`src/rtl/arg_pkg.sv`:
```
package arg_pkg;
    typedef enum logic [1:0] {
        K_ORD = 2'b00,
        K_ACQ = 2'b01,
        K_REL = 2'b10,
        K_RSV = 2'b11
    } kind_e;

    typedef enum logic [1:0] {
        S_IDLE = 2'b00,
        S_OPEN = 2'b01,
        S_HELD = 2'b10
    } state_e;
endpackage

```
`src/rtl/arg_outst_count.sv`:
```
module arg_outst_count #(
    parameter int OUTST_MAX = 15,
    localparam int CW = $clog2(OUTST_MAX + 1)
) (
    input  logic          clk,
    input  logic          rst_n,
    input  logic          inc,
    input  logic          dec,
    output logic [CW-1:0] cnt,
    output logic          zero,
    output logic          full,
    output logic          nxt_zero
);
    localparam logic [CW-1:0] LIMIT = CW'(OUTST_MAX);
    localparam logic [CW-1:0] ONE   = CW'(1);

    logic [CW-1:0] cnt_nxt;
    logic          dec_ok;

    // a decrement with nothing counted is a stray pulse
    assign dec_ok = dec && (cnt != '0);

    always_comb begin
        unique case ({inc, dec_ok})
            2'b10:   cnt_nxt = cnt + ONE;
            2'b01:   cnt_nxt = cnt - ONE;
            default: cnt_nxt = cnt;
        endcase
    end

    always_ff @(posedge clk) begin
        if (!rst_n) cnt <= '0;
        else        cnt <= cnt_nxt;
    end

    assign zero     = (cnt == '0);
    assign full     = (cnt == LIMIT);
    assign nxt_zero = (cnt_nxt == '0);
endmodule

```
`src/rtl/arg_issue_policy.sv`:
```
module arg_issue_policy
    import arg_pkg::*;
(
    input  state_e      state,
    input  logic        full,
    input  logic        req_valid,
    input  logic [1:0]  req_kind,
    output logic        grant
);
    logic allow;

    always_comb begin
        unique case (kind_e'(req_kind))
            K_ORD:   allow = (state != S_HELD) && !full;
            K_ACQ:   allow = (state != S_HELD);
            K_REL:   allow = (state == S_IDLE);
            default: allow = 1'b0;
        endcase
    end

    assign grant = req_valid && allow;
endmodule

```
`src/rtl/acq_rel_gate.sv`:
```
module acq_rel_gate
    import arg_pkg::*;
#(
    parameter int OUTST_MAX = 15
) (
    input  logic       clk,
    input  logic       rst_n,
    input  logic       req_valid,
    input  logic [1:0] req_kind,
    output logic       req_grant,
    input  logic       cmp_valid,
    input  logic [1:0] cmp_kind
);
    localparam int CW = $clog2(OUTST_MAX + 1);

    state_e        state, state_nxt;
    logic [CW-1:0] cnt;
    logic          cnt_zero, cnt_full, cnt_nxt_zero;
    logic          ord_issue, acq_issue, ord_done, acq_done;

    assign ord_issue = req_grant && (req_kind == K_ORD);
    assign acq_issue = req_grant && (req_kind == K_ACQ);
    assign ord_done  = cmp_valid && (cmp_kind == K_ORD);
    assign acq_done  = cmp_valid && (cmp_kind == K_ACQ);

    arg_outst_count #(.OUTST_MAX(OUTST_MAX)) u_count (
        .clk      (clk),
        .rst_n    (rst_n),
        .inc      (ord_issue),
        .dec      (ord_done),
        .cnt      (cnt),
        .zero     (cnt_zero),
        .full     (cnt_full),
        .nxt_zero (cnt_nxt_zero)
    );

    // state register
    always_ff @(posedge clk) begin
        if (!rst_n) state <= S_IDLE;
        else        state <= state_nxt;
    end

    // transitions: fill, drain, lock, unlock
    always_comb begin
        unique case (state)
            S_HELD: begin
                if (acq_done) state_nxt = cnt_nxt_zero ? S_IDLE : S_OPEN;
                else          state_nxt = S_HELD;
            end
            S_IDLE, S_OPEN: begin
                if (acq_issue) state_nxt = S_HELD;
                else           state_nxt = cnt_nxt_zero ? S_IDLE : S_OPEN;
            end
            default: state_nxt = S_IDLE;
        endcase
    end

    // output decision
    arg_issue_policy u_policy (
        .state     (state),
        .full      (cnt_full),
        .req_valid (req_valid),
        .req_kind  (req_kind),
        .grant     (req_grant)
    );

    logic unused_ok;
    assign unused_ok = cnt_zero ^ (|cnt);
endmodule

```
`config.mk`:
```
export PLATFORM = sky130hd
export DESIGN_NAME = acq_rel_gate
export DESIGN_NICKNAME = d
export VERILOG_FILES = /design/src/rtl/arg_pkg.sv /design/src/rtl/arg_outst_count.sv /design/src/rtl/arg_issue_policy.sv /design/src/rtl/acq_rel_gate.sv
export SDC_FILE = /design/constraint.sdc
export NUM_CORES = 1
export LEC_CHECK = 0
export ABC_AREA = 1
export BUFFER_PORTS_ARGS = -buffer_cell sky130_fd_sc_hd__buf_2
export CAP_MARGIN = 20
export CORE_AREA = 2 2 39 41
export CTS_BUF_LIST = sky130_fd_sc_hd__clkbuf_4 sky130_fd_sc_hd__clkbuf_8
export DETAILED_ROUTE_END_ITERATION = 10
export DIE_AREA = 0 0 41 43
export REMOVE_ABC_BUFFERS = 1
export SYNTH_ARGS = -nofsm -noshare
export SYNTH_HDL_FRONTEND = slang
export SYNTH_HIERARCHICAL = 1
export SYNTH_SLANG_ARGS = --single-unit
export TNS_END_PERCENT = 50
```
`constraint.sdc`:
```
create_clock -name clk -period 2.85 [get_ports clk]
set_input_delay 0.1425 -clock clk [delete_from_list [all_inputs] [get_ports clk]]
set_output_delay 0.1425 -clock clk [all_outputs]
set_load 0.005 [all_outputs]
```
* Word level (Yosys, flattened, before mapping)
Index checks and enable logic that the tools add are counted.
** Cells by class
- $add $sub $neg :: 2
- Equal/unequal tests :: 9
- Muxes and demuxes :: 6
- Reductions and logical operators :: 14
** Operator list (count)
- equality test 2 x 1 -> 1 bit (second input constant) :: 4
- case mux 4 bit (2 select lines) :: 1
- logical AND 1 bit :: 7
- equality test 2 bit (second input constant) :: 3
- logical NOT 2 bit :: 3
- adder 4 x 1 -> 4 bit (second input constant) :: 1
- equality test 4 bit (second input constant) :: 1
- logical NOT 4 bit :: 1
- two-way mux 2 bit :: 2
- case mux 2 bit (2 select lines) :: 1
- nonzero test 4 bit :: 1
- subtractor 4 x 1 -> 4 bit (second input constant) :: 1
- case mux 1 bit (3 select lines) :: 1
- inequality test 2 bit (second input constant) :: 1
- OR reduction 2 bit :: 1
- logical NOT 1 bit :: 1
- two-way mux 1 bit :: 1
** Storage, ports and cells
- Register bits after elaboration :: 6
- Bits of input ports :: 8
- Output and inout port bits :: 1
- Word-level logic and storage cells :: 33

* Logic depth before layout (Yosys ltp)
Gate-level depths: netlist of run 1.
- Depth in word-level cells :: 12
- Gate-level depth with buffers :: 19
- Gate-level depth less buffers :: 19

* Hierarchy
Netlist of run 1, hierarchy kept.
** Modules (own cells, without submodules)
- arg_outst_count :: instances 1, cells an instance 57, area each 359.1 um2, seq. area each 80.1 um2
- acq_rel_gate :: instances 1, cells an instance 21, area each 135.1 um2, seq. area each 40.0 um2
- arg_issue_policy :: instances 1, cells an instance 7, area each 36.3 um2, seq. area each 0.0 um2

* Worst setup path before layout of run 1
OpenSTA, ideal clock, no wires.
- Path kind :: flip-flop to flip-flop
- From :: register u_count.cnt[3]
- To :: register state[0]
- Library setup time :: 115 ps
- Arrival time :: 2265 ps
- Data required time :: 2735 ps
- Path slack :: 471 ps
- Stages on the path, launching flop included :: 17
- Path buffers :: 0
- Clock period less this slack :: 2379 ps
- Path through :: dfxtp_1 -> inv_1 -> nor3_1 -> nor3b_1 -> nor2_1 -> nand2_1 -> nor2_1 -> inv_1 -> ha_1 -> fa_1 -> xor2_1 -> o21ai_0 -> nand2_1 -> nor2_2 -> inv_1 -> nand2_1 -> a21oi_2
** On the way
- Longest elaborated chain between the ends :: 12
- Elaborated cells between the ends (all ways) :: 19
- Classes of those cells :: 2 x add/sub; 3 x eq/ne; 6 x mux; 8 x reduce/logical
** RTL lines
- from (decl) :: RTL line arg_outst_count.sv:9 : output logic [CW-1:0] cnt,
- from (signal assigned) :: RTL line arg_outst_count.sv:33 : else cnt <= cnt_nxt;
- equality test 4 bit (*) :: RTL line arg_outst_count.sv:37 : assign full = (cnt == LIMIT);
- net cnt_full :: RTL line acq_rel_gate.sv:18 : logic cnt_zero, cnt_full, cnt_nxt_zero;
- logical NOT 1 bit (*) :: RTL line arg_issue_policy.sv:14 : K_ORD: allow = (state != S_HELD) && !full;
- logical AND 1 bit (*) :: RTL line arg_issue_policy.sv:14
- case mux 1 bit (3 select lines) (*) :: RTL line arg_issue_policy.sv:13 : unique case (kind_e'(req_kind))
- logical AND 1 bit (*) :: RTL line arg_issue_policy.sv:21 : assign grant = req_valid && allow;
- net req_grant :: RTL line acq_rel_gate.sv:10 : output logic req_grant,
- logical AND 1 bit (*) :: RTL line acq_rel_gate.sv:21 : assign ord_issue = req_grant && (req_kind == K_ORD);
- net ord_issue :: RTL line acq_rel_gate.sv:19 : logic ord_issue, acq_issue, ord_done, acq_done;
- equality test 2 x 1 -> 1 bit or equality test 2 bit (tied branches) :: RTL line arg_outst_count.sv:24 : unique case ({inc, dec_ok})
- case mux 4 bit (2 select lines) (*) :: RTL line arg_outst_count.sv:24
- logical NOT 4 bit (*) :: RTL line arg_outst_count.sv:38 : assign nxt_zero = (cnt_nxt == '0);
- net cnt_nxt_zero :: RTL line acq_rel_gate.sv:18
- two-way mux 1 bit (*) :: RTL line acq_rel_gate.sv:47, acq_rel_gate.sv:52
- two-way mux 2 bit (on tied branches) :: RTL line acq_rel_gate.sv:51, acq_rel_gate.sv:47
- case mux 2 bit (2 select lines) (*) :: RTL line acq_rel_gate.sv:45 : unique case (state)
- to (signal assigned) :: RTL line acq_rel_gate.sv:40 : else state <= state_nxt;
- to (decl) :: RTL line acq_rel_gate.sv:16 : state_e state, state_nxt;
Mark *: on every way through the listed nets, which the timed path passes. The rest lies on a longest branch.
A chain may end at the register's enable or synchronous reset.

* Worst setup path after layout of run 1
- From :: register u_count.cnt[3]
- To :: register state[0]
** On the way
- Longest elaborated chain between the ends :: 12
- Elaborated cells between the ends (all ways) :: 19
- Classes of those cells :: 2 x add/sub; 3 x eq/ne; 6 x mux; 8 x reduce/logical
** RTL lines (RTL line)
- equality test 4 bit (*) :: arg_outst_count.sv:37
- net cnt_full :: acq_rel_gate.sv:18
- logical NOT 1 bit (*) :: arg_issue_policy.sv:14
- logical AND 1 bit (*) :: arg_issue_policy.sv:14
- case mux 1 bit (3 select lines) (*) :: arg_issue_policy.sv:13
- logical AND 1 bit (*) :: arg_issue_policy.sv:21
- logical AND 1 bit (*) :: acq_rel_gate.sv:21
- net ord_issue :: acq_rel_gate.sv:19
- equality test 2 x 1 -> 1 bit or equality test 2 bit (tied branches) :: arg_outst_count.sv:24
- case mux 4 bit (2 select lines) (*) :: arg_outst_count.sv:24
- logical NOT 4 bit (*) :: arg_outst_count.sv:38
- net cnt_nxt_zero :: acq_rel_gate.sv:18
- two-way mux 1 bit (*) :: acq_rel_gate.sv:47, acq_rel_gate.sv:52
- two-way mux 2 bit (on tied branches) :: acq_rel_gate.sv:51, acq_rel_gate.sv:47
- case mux 2 bit (2 select lines) (*) :: acq_rel_gate.sv:45
Marked as above.

==> results of run 1 <==
==> critical path, cell delays in order, from the launching register on <==
cell and delay (ps):
dfxtp_1 330, inv_1 120, nor3_1 70, nor3b_2 150, nor2_1 200, nand2_1 80, nor2_1 80, inv_1 50
ha_2 220, fa_1 380, xor2_1 160, o21ai_0 230, nand2_1 100, nor2_2 110, inv_1 40, nand2_1 70
a21oi_2 30
==> power by group <==
part           switching, µW  total (µW)  internal [µW]
registers               6.97        99.1           92.2
logic                   46.0        80.7           34.7
clock network           27.4        74.8           47.4
total                   80.3         255            174
==> how the worst min path moves through the flow <==
stage               start        to  slack (ps)  cells past startpoint
floorplan           rst_n  state[0]         280                      2
global placement    rst_n  state[0]         420                      3
detailed placement  rst_n  state[0]         420                      3
CTS                 rst_n  state[0]         170                      3
global route        rst_n  state[0]         170                      3
finish              rst_n  state[0]         170                      3
==> per-stage QoR <==
step / cells / util / TNS, ps / hold slack, ps
after floorplan: 84 / - / 0 / 279
final: 113 / 0.454 / 0 / 169
after detailed placement: 110 / 0.432 / 0 / 423
after CTS: 113 / 0.448 / 0 / 167
after global placement: 110 / 0.432 / 0 / 424
after global routing: 113 / 0.454 / -10.1 / 168
==> cell type report <==
cell class,instances,area (µm²),share of cell area
inverters,17,63.8,0.102
flip-flops and latches,6,120,0.191
well taps,16,20.0,0.0319
repair buffers,10,55.1,0.0876
multi-input cells,61,347,0.552
clock buffers,3,22.5,0.0359
==> layer usage <==
| layer | routed length (µm) | track usage | vias to the layer above |
|---|---|---|---|
| met5 | 0 | 0 | - |
| met4 | 0 | 0.100 | 0 |
| met3 | 15 | 0.0471 | 0 |
| met2 | 438 | 0.219 | 5 |
| met1 | 451 | 0.198 | 214 |
| li1 | - | - | 287 |
==> cells in the mapped netlist <==
cell type	n
nor2_2	2
or2_4	1
o21ai_1	1
nor2_4	1
nand2_2	1
o21ai_0	2
nand3_1	7
inv_2	2
nor3b_1	1
buf_4	1
xnor2_1	1
ha_1	3
fa_1	1
nor3_1	2
a21oi_2	2
nand4_1	1
nor4_1	1
xor2_1	1
nor2_1	9
nand2_1	23
inv_1	15
a21boi_1	1
dfxtp_1	6
==> sequential cells by signal (all words and copies together) (netlist names) <==
signal and count:
u_count/cnt 4, state 2
==> repair_timing <==
| action | CTS | global route |
|---|---|---|
| endpoints found under the setup margin | 0 | 1 |
| buffers inserted | 0 | 0 |
| gates resized for setup | 0 | 2 |
| hold buffers | 0 | 0 |
==> logic make-up (layout without fill, tap and decap cells) <==
| family | count (synthesis) | count (layout) | share of synthesized area |
|---|---|---|---|
| simple gates | 49 | 49 | 0.422 |
| buf+inv | 18 | 30 | 0.134 |
| compound gates | 6 | 6 | 0.0755 |
| flops | 6 | 6 | 0.226 |
| fa+ha+maj | 4 | 4 | 0.108 |
| xor+xnor | 2 | 2 | 0.0330 |
==> out/metrics.cfg, run 1 <==
[critical_path]
rrSetupSlack_ps = 320
rr_startpoint = u_count/cnt[3]
crit_end = state[0]
critPathKind = reg2reg
cp-startpoint = u_count/cnt[3]
critPathLaunchType = flop
r2r_cells = 16
worstPathRequired_ps = 2980
crit_path_max_fanout = 6
critPathCaptureType = flop
reg2reg_to = state[0]
arrival_ps = 2660

[timing]
slew_headroom = 0.826
drv_slew = 0
layout_setup_ws_ps = 319
setup_viol = 0
finalCritPeriodShare = 0.888
finClkSkew_ps = 4.24
hold_viol_final = 0
worst_pin_slew_ps = 258
min_period_ps = 2530
fmax_mhz = 395

[global_route]
grt_pass1_vias = 485
grt_overflow = 0
grt_pass1_wl_um = 1840
grt.total_usage = 0.156
grt_max_degree = 9
antenna_found_initial = 0

[placement]
dpl-instance-area_um2 = 598
io_buffers = 8
hpwl_um = 792
place_ws_ps = 251
place_congestion = 0.753

[yosys]
yosys.area.top_type = dfxtp_1
ys_warn_count = 6
ys_seq_area_frac = 0.226
syn-cell-area_um2 = 531
synth_area_leaders = dfxtp_1 (23%), nand2_1 (16%), inv_1 (11%)
syn-instance-count = 85
ys_seq_elements = 6
synth_area_per_cell_um2 = 6.24
synth_top_cell_area_share = 0.226
synthDistinctLibCells = 23

[floorplanning]
rows = 14
initial_core_util = 0.383
dieArea_um2 = 1760
core_area_um2 = 1380
fp.dieW_um = 41
ios = 9
dieHeight_um = 43

[routing]
num_vias = 506
detail-route-antenna-nets = 0
drt-vias-per-instance = 4.48
drc = 0
drt_iter0_drc = 6
routedWlPerCell_um = 8.01
wirelength_um = 905
firstDrtPassIters = 4

[cells_and_area]
syn_to_final_growth_pct = 18.4
n_antenna_cell = 0
final_common_cell = nand2_1
stdcell_area_um2 = 628
layout_common_cells = nand2_1 (23), inv_1 (15), nor2_1 (9)
finalNetCount = 111
layout-drive-gt1-share = 0.247
nFillCells = 149

[clock_tree]
clock_latency_ps = 240
clk_pin_slew_ps = 40
cts_tree = built
clock_path_buffers = 2
numClockSinks = 6
numCtsBuffers = 3
htreeDepth = 1
root_buffer = clkbuf_4

[worst_hold_path]
hp-class = in2reg

[power]
cellPowerDensity_nw_per_um2 = 405
max-vdd-ir-drop_v = 0.000255
power.total_uw = 255
p_leak_uw = 0.000332

[run]
cap_viol_max_count = 0

[status]
status = finished clean

No activity file was read; power rests on OpenSTA's default activity.
==> run 2: changes to the inputs <==
PLACE_DENSITY = 0.64   (was not set)
==> run 2 against run 1 <==
Effect of this change: fmax fell by 1.1%; global-route usage is 2.9 points lower; sequential power barely moved; total power decreased by 1.6%; die area is the same; hold slack lost 1.0 ps; critical path depth did not move; via count is 2.8% lower; critical path type unchanged; critical endpoint unchanged.
==> out/metrics.cfg, run 2 (synthesized netlist as in run 1, its figures left out) <==
[floorplanning]
initial_core_util = 0.383  ; unchanged
fp.dieW_um = 41  ; unchanged
dieArea_um2 = 1760  ; unchanged
dieHeight_um = 43  ; unchanged
core_area_um2 = 1380  ; unchanged
ios = 9  ; unchanged
rows = 14  ; unchanged

[run]
cap_viol_max_count = 0  ; unchanged

[routing]
firstDrtPassIters = 4  ; unchanged
drt_iter0_drc = 4  ; was 6
routedWlPerCell_um = 7.83  ; was 8.01 µm
num_vias = 492  ; was 506
wirelength_um = 869  ; was 905 µm
drt-vias-per-instance = 4.43  ; was 4.48
drc = 0  ; unchanged
detail-route-antenna-nets = 0  ; unchanged

[clock_tree]
clk_pin_slew_ps = 40  ; about the same
root_buffer = clkbuf_4  ; unchanged
htreeDepth = 1  ; unchanged
post_cts_buffers = 0  ; unchanged
cts-resized-gates = 0  ; unchanged
numClockSinks = 6  ; unchanged
numCtsBuffers = 3  ; unchanged
cts_hold_buffers = 0  ; unchanged
cts_tree = built  ; unchanged
clock_latency_ps = 240  ; about the same
clock_path_buffers = 2  ; unchanged

[cells_and_area]
syn_to_final_growth_pct = 14.2  ; was 18.4%
finalNetCount = 109  ; was 111
n_antenna_cell = 0  ; unchanged
postLayoutCoreUtil = 0.438  ; was 0.454
largest_register_ffs = 4  ; unchanged
top_regs = u_count/cnt x4, state x2  ; unchanged
layout-drive-gt1-share = 0.211  ; was 0.247
layout_common_cells = nand2_1 (23), inv_1 (15), nor2_1 (9)  ; unchanged
top_register = u_count/cnt  ; unchanged
final_common_cell = nand2_1  ; unchanged

[placement]
hpwl_um = 774  ; was 792 µm
io_buffers = 8  ; unchanged
place_congestion = 0.804  ; was 0.753

[global_route]
grt_max_degree = 9  ; unchanged
grt_overflow = 0  ; unchanged
grt_pass1_wl_um = 1570  ; was 1840 µm
grt.total_usage = 0.127  ; was 0.156
antenna_found_initial = 0  ; unchanged
grt_pass1_vias = 456  ; was 485

[timing]
drv_slew = 0  ; unchanged
min_period_ps = 2560  ; was 2530 ps
setup_tns_ps = 0  ; unchanged
worst_pin_slew_ps = 251  ; was 258 ps
finalCritPeriodShare = 0.898  ; was 0.888
slew_headroom = 0.831  ; was 0.826
hold_viol_final = 0  ; unchanged
setup_viol = 0  ; unchanged
fmax_mhz = 391  ; was 395 MHz
rsz0062_at_grt = false
finClkSkew_ps = 0.547  ; was 4.24 ps

[critical_path]
worstPathRequired_ps = 2980  ; about the same
critPathLaunchType = flop  ; unchanged
arrival_ps = 2690  ; was 2660 ps
critPathKind = reg2reg  ; unchanged
crit_path_max_fanout = 6  ; unchanged
critPathCaptureType = flop  ; unchanged

[status]
status = finished clean  ; unchanged

[power]
p_leak_uw = 0.000322  ; was 0.000332 µW
cellPowerDensity_nw_per_um2 = 414  ; was 405 nW/µm²
max-vdd-ir-drop_v = 0.000198  ; was 0.000255 V

[worst_hold_path]
hp-class = in2reg  ; unchanged

## run 2: cell types whose count changed in the layout (fill, tap and decap cells not counted)
cell / previous run / this run
nor3b_2: 1 / 0
buf_4: 2 / 0
ha_1: 2 / 3
nor3b_1: 0 / 1
ha_2: 1 / 0
## run 2: worst paths after layout
kind / from / end / slack (ps) / cells after the start
max: u_count/cnt[3] / state[0] / 290 / 16
min: rst_n / state[0] / 170 / 3
max reg2reg: u_count/cnt[3] / state[0] / 290 / 16
min reg2reg: state[0] / state[1] / 590 / 3
## run 2: cell type report
cell class / instances / area, µm²
Inverter: 17 / 63.8
Timing Repair Buffer: 8 / 40.0
Tap cell: 16 / 20.0
Clock buffer: 3 / 22.5
Multi-Input combinational cell: 61 / 339
Fill cell: 155 / 778
Sequential cell: 6 / 120
## run 2: per-layer routing
| metal | vias up | global-route usage | wire (µm) |
|---|---|---|---|
| li1 | 280 | - | - |
| met1 | 205 | 0.161 | 430 |
| met2 | 7 | 0.194 | 422 |
| met3 | 0 | 0.0157 | 17 |
| met4 | 0 | 0.0800 | 0 |
| met5 | - | 0 | 0 |
## run 2: power breakdown
| part | switching [µW] | total, µW | internal, µW |
|---|---|---|---|
| combinational | 41.7 | 73.6 | 31.9 |
| clock | 27.8 | 75.3 | 47.4 |
| sequential | 9.54 | 102 | 92.2 |
## run 2: critical path, cell delays in order, from the launching register on
cell and delay (ps):
dfxtp_1 340, inv_1 120, nor3_1 60, nor3b_1 130
nor2_1 200, nand2_1 80, nor2_1 80, inv_1 40
ha_1 260, fa_1 390, xor2_1 160, o21ai_0 230
nand2_1 100, nor2_2 110, inv_1 40, nand2_1 60
a21oi_2 30
## run 2: per-stage QoR
step	area, µm²	total power (µW)	setup slack, ps	hold WS [ps]	cells
after detailed placement	583	178	253	419	108
after global routing	606	273	39.5	182	111
final	606	251	291	168	111
after global placement	583	178	265	422	108
after CTS	606	258	249	162	111
after floorplan	523	159	471	279	84
==> run 3: changes to the inputs <==
PLACE_DENSITY = 0.57   (was 0.64)
SYNTH_HIERARCHICAL = not set   (was 1)
==> run 3 against run 2 <==
Effect of this change: fmax rose by 14%; hold slack worse by 24 ps; clock-buffer cell count did not move; total power down 8.9%; clock power increased by 2%; combinational power is 28% lower; sequential power about the same; critical path type unchanged; largest power group unchanged.
==> out/metrics.cfg, run 3 <==
[status]
status = finished clean  ; unchanged

[placement]
hpwl_um = 665  ; was 774 µm
place_congestion = 0.767  ; was 0.804
io_buffers = 8  ; unchanged

[timing]
setup_viol = 0  ; unchanged
fmax_mhz = 444  ; was 391 MHz
finClkSkew_ps = 1.25  ; was 0.547 ps
whs_ps = 144  ; was 168 ps
setup_tns_ps = 0  ; unchanged
min_period_ps = 2250  ; was 2560 ps
hold_viol_final = 0  ; unchanged
slew_headroom = 0.836  ; was 0.831
worst_pin_slew_ps = 243  ; was 251 ps
drv_slew = 0  ; unchanged
finalCritPeriodShare = 0.791  ; was 0.898
rsz0062_at_grt = false  ; unchanged

[global_route]
grt_pass1_vias = 404  ; was 456
grt_pass1_wl_um = 1550  ; was 1570 µm
grt_overflow = 0  ; unchanged
antenna_found_initial = 0  ; unchanged
grt_max_degree = 6  ; was 9
grt.total_usage = 0.129  ; was 0.127

[yosys]
syn-cell-area_um2 = 445  ; was 531 µm²
netlist_top_cells_count = nand2_1 (15), inv_1 (14), nor2_1 (8), dfxtp_1 (6), nand3_1 (4)  ; was nand2_1 (23), inv_1 (15), nor2_1 (9), nand3_1 (7), dfxtp_1 (6)
syn-instance-count = 69  ; was 85
ys_seq_area_frac = 0.270  ; was 0.226
synth_edf_count = 0  ; unchanged
synthDistinctLibCells = 20  ; was 23
ys_seq_elements = 6  ; unchanged
yosys.area.top_type = dfxtp_1  ; unchanged
synthMostInstantiatedCell = nand2_1  ; unchanged
yosys_most_used_dff = dfxtp_1  ; unchanged
ys_warn_count = 0  ; was 6
synth_top_cell_area_share = 0.270  ; was 0.226
async_flop_share = 0  ; unchanged
synth_area_per_cell_um2 = 6.46  ; was 6.24 µm²
synth_area_leaders = dfxtp_1 (27%), nand2_1 (13%), inv_1 (12%)  ; was dfxtp_1 (23%), nand2_1 (16%), inv_1 (11%)

[power]
p_switching_uw = 66.0  ; was 79.0 µW
p_leak_uw = 0.000292  ; was 0.000322 µW
switching_share = 0.289  ; was 0.315
comb_power_share = 0.231  ; was 0.294
cellPowerDensity_nw_per_um2 = 432  ; was 414 nW/µm²
pwr-share-clk = 0.336  ; was 0.300
max-vdd-ir-drop_v = 0.000226  ; was 0.000198 V
p_int_uw = 162  ; was 172 µW
seqPwrFrac = 0.433  ; was 0.406

[floorplanning]
core_area_um2 = 1380  ; unchanged
ios = 9  ; unchanged
dieHeight_um = 43  ; unchanged
rows = 14  ; unchanged
initial_core_util = 0.322  ; was 0.383
dieArea_um2 = 1760  ; unchanged
fp.dieW_um = 41  ; unchanged

[routing]
routedWlPerCell_um = 8.33  ; was 7.83 µm
drt-vias-per-instance = 4.38  ; was 4.43
wirelength_um = 800  ; was 869 µm
firstDrtPassIters = 2  ; was 4
num_vias = 420  ; was 492
drt_iter0_drc = 14  ; was 4
detail-route-antenna-nets = 0  ; unchanged
drc = 0  ; unchanged

[worst_hold_path]
min_path_cells = 3  ; unchanged
hold_start = rst_n  ; unchanged
hp-class = in2reg  ; unchanged
hold_path_end = u_count.cnt[3]  ; was state[0]

[cells_and_area]
nFillCells = 163  ; was 155
top_register = u_count.cnt  ; was u_count/cnt
seqCellArea_um2 = 120  ; unchanged
n_antenna_cell = 0  ; unchanged
largest_register_ffs = 4  ; unchanged
layout_common_cells = nand2_1 (15), inv_1 (14), nor2_1 (8), buf_2 (8), dfxtp_1 (6)  ; was nand2_1 (23), inv_1 (15), nor2_1 (9)
layout-drive-gt1-share = 0.188  ; was 0.211
final_common_cell = nand2_1  ; unchanged
syn_to_final_growth_pct = 18.5  ; was 14.2%
finalNetCount = 94  ; was 109
top_regs = u_count.cnt x4, state x2  ; was u_count/cnt x4, state x2
multiInputGateArea_um2 = 265  ; was 339 µm²
postLayoutCoreUtil = 0.382  ; was 0.438

[clock_tree]
clock_latency_ps = 240  ; about the same
numClockSinks = 6  ; unchanged
cts_hold_buffers = 0  ; unchanged
clock_path_buffers = 2  ; unchanged
root_buffer = clkbuf_4  ; unchanged
htreeDepth = 1  ; unchanged
numCtsBuffers = 3  ; unchanged
clk_pin_slew_ps = 40  ; about the same
cts-resized-gates = 0  ; unchanged
cts_tree = built  ; unchanged
post_cts_buffers = 0  ; unchanged

[critical_path]
max_stage_delay_ps = 490  ; was 390 ps
path_common_cell = inv_1
critPathLaunchType = flop  ; unchanged
arrival_ps = 2390  ; was 2690 ps
critPathKind = reg2reg  ; unchanged
critPathCaptureType = flop  ; unchanged
cpMaxStageDelayCell = fa_1  ; unchanged
rr_startpoint = u_count.cnt[0]  ; was u_count/cnt[3]
rrSetupSlack_ps = 600  ; was 290 ps
cp_top_family = adder cells  ; was simple AND/OR/NAND/NOR gates
worstPathRequired_ps = 2980  ; about the same
path_buf_inv = 2  ; was 3
reg2reg_to = state[0]  ; unchanged
crit_path_max_fanout = 5  ; was 6
crit_chain = nand4_1 -> o31ai_1 -> inv_1 -> nand3_1 -> ha_1 -> inv_1 -> fa_1 -> nand2_1 -> o21ai_1 -> a21oi_1 -> nor2_1 -> a21oi_2  ; was inv_1 -> nor3_1 -> nor3b_1 -> nor2_1 -> nand2_1 -> nor2_1 -> inv_1 -> ha_1 -> fa_1 -> xor2_1 -> o21ai_0 -> nand2_1 -> nor2_2 -> inv_1 -> nand2_1 -> a21oi_2
r2r_cells = 12  ; was 16

[run]
cap_viol_max_count = 0  ; unchanged

run 3: worst max path at each step:
stage | to | cells past startpoint | from
2_1_floorplan | state[0] | 12 | u_count.cnt[3]
4_1_cts | state[0] | 12 | u_count.cnt[0]
5_1_grt | state[0] | 12 | u_count.cnt[0]
3_3_place_gp | state[0] | 12 | u_count.cnt[0]
6_report | state[0] | 12 | u_count.cnt[0]
3_5_place_dp | state[0] | 12 | u_count.cnt[0]
run 3: metal layers:
layer | GRT usage | vias up | routed length, µm | share of wire
met5 | 0 | - | 0 | 0
met4 | 0.0800 | 0 | 17 | 0.021
met3 | 0.0314 | 2 | 17 | 0.021
met2 | 0.153 | 5 | 341 | 0.43
met1 | 0.197 | 175 | 423 | 0.53
li1 | - | 238 | - | -
run 3: area by class of cell:
class	instances	share of cell area
sequential	6	0.227
inverter	16	0.114
multi-input combinational	47	0.502
tap	16	0.0379
clock buffer	3	0.0427
timing repair buffer	8	0.0758
run 3: tightest hold or removal path, delay by kind of cell:
kind / cells / cell delay [ps]
buffers and inverters: 2 / 150
AND/OR/NAND/NOR: 1 / 60
run 3: cells by family (layout without fill, tap and decap cells):
group | after synthesis | count (layout) | synth area share
simple gates | 32 | 32 | 0.306
buf+inv | 16 | 27 | 0.135
compound gates | 9 | 9 | 0.121
flops | 6 | 6 | 0.270
fa+ha+maj | 4 | 4 | 0.129
xor+xnor | 2 | 2 | 0.0393
run 3: stage by stage:
stage / area [µm²] / power [µW] / cells / setup WS, ps
after detailed placement: 505 / 153 / 93 / 582
final: 528 / 228 / 96 / 596
after CTS: 528 / 232 / 96 / 570
after global placement: 505 / 153 / 93 / 605
after floorplan: 445 / 137 / 69 / 801
after global routing: 528 / 246 / 96 / 341
run 3: power groups by stage:
stage               clock (µW)  combinational, µW  sequential [µW]
finish                    76.7               52.8             98.7
global route              83.8               62.5             99.9
CTS                       79.8               53.2             98.8
detailed placement           0               52.3              100
global placement             0               52.3              100
floorplan                    0               38.5             98.2
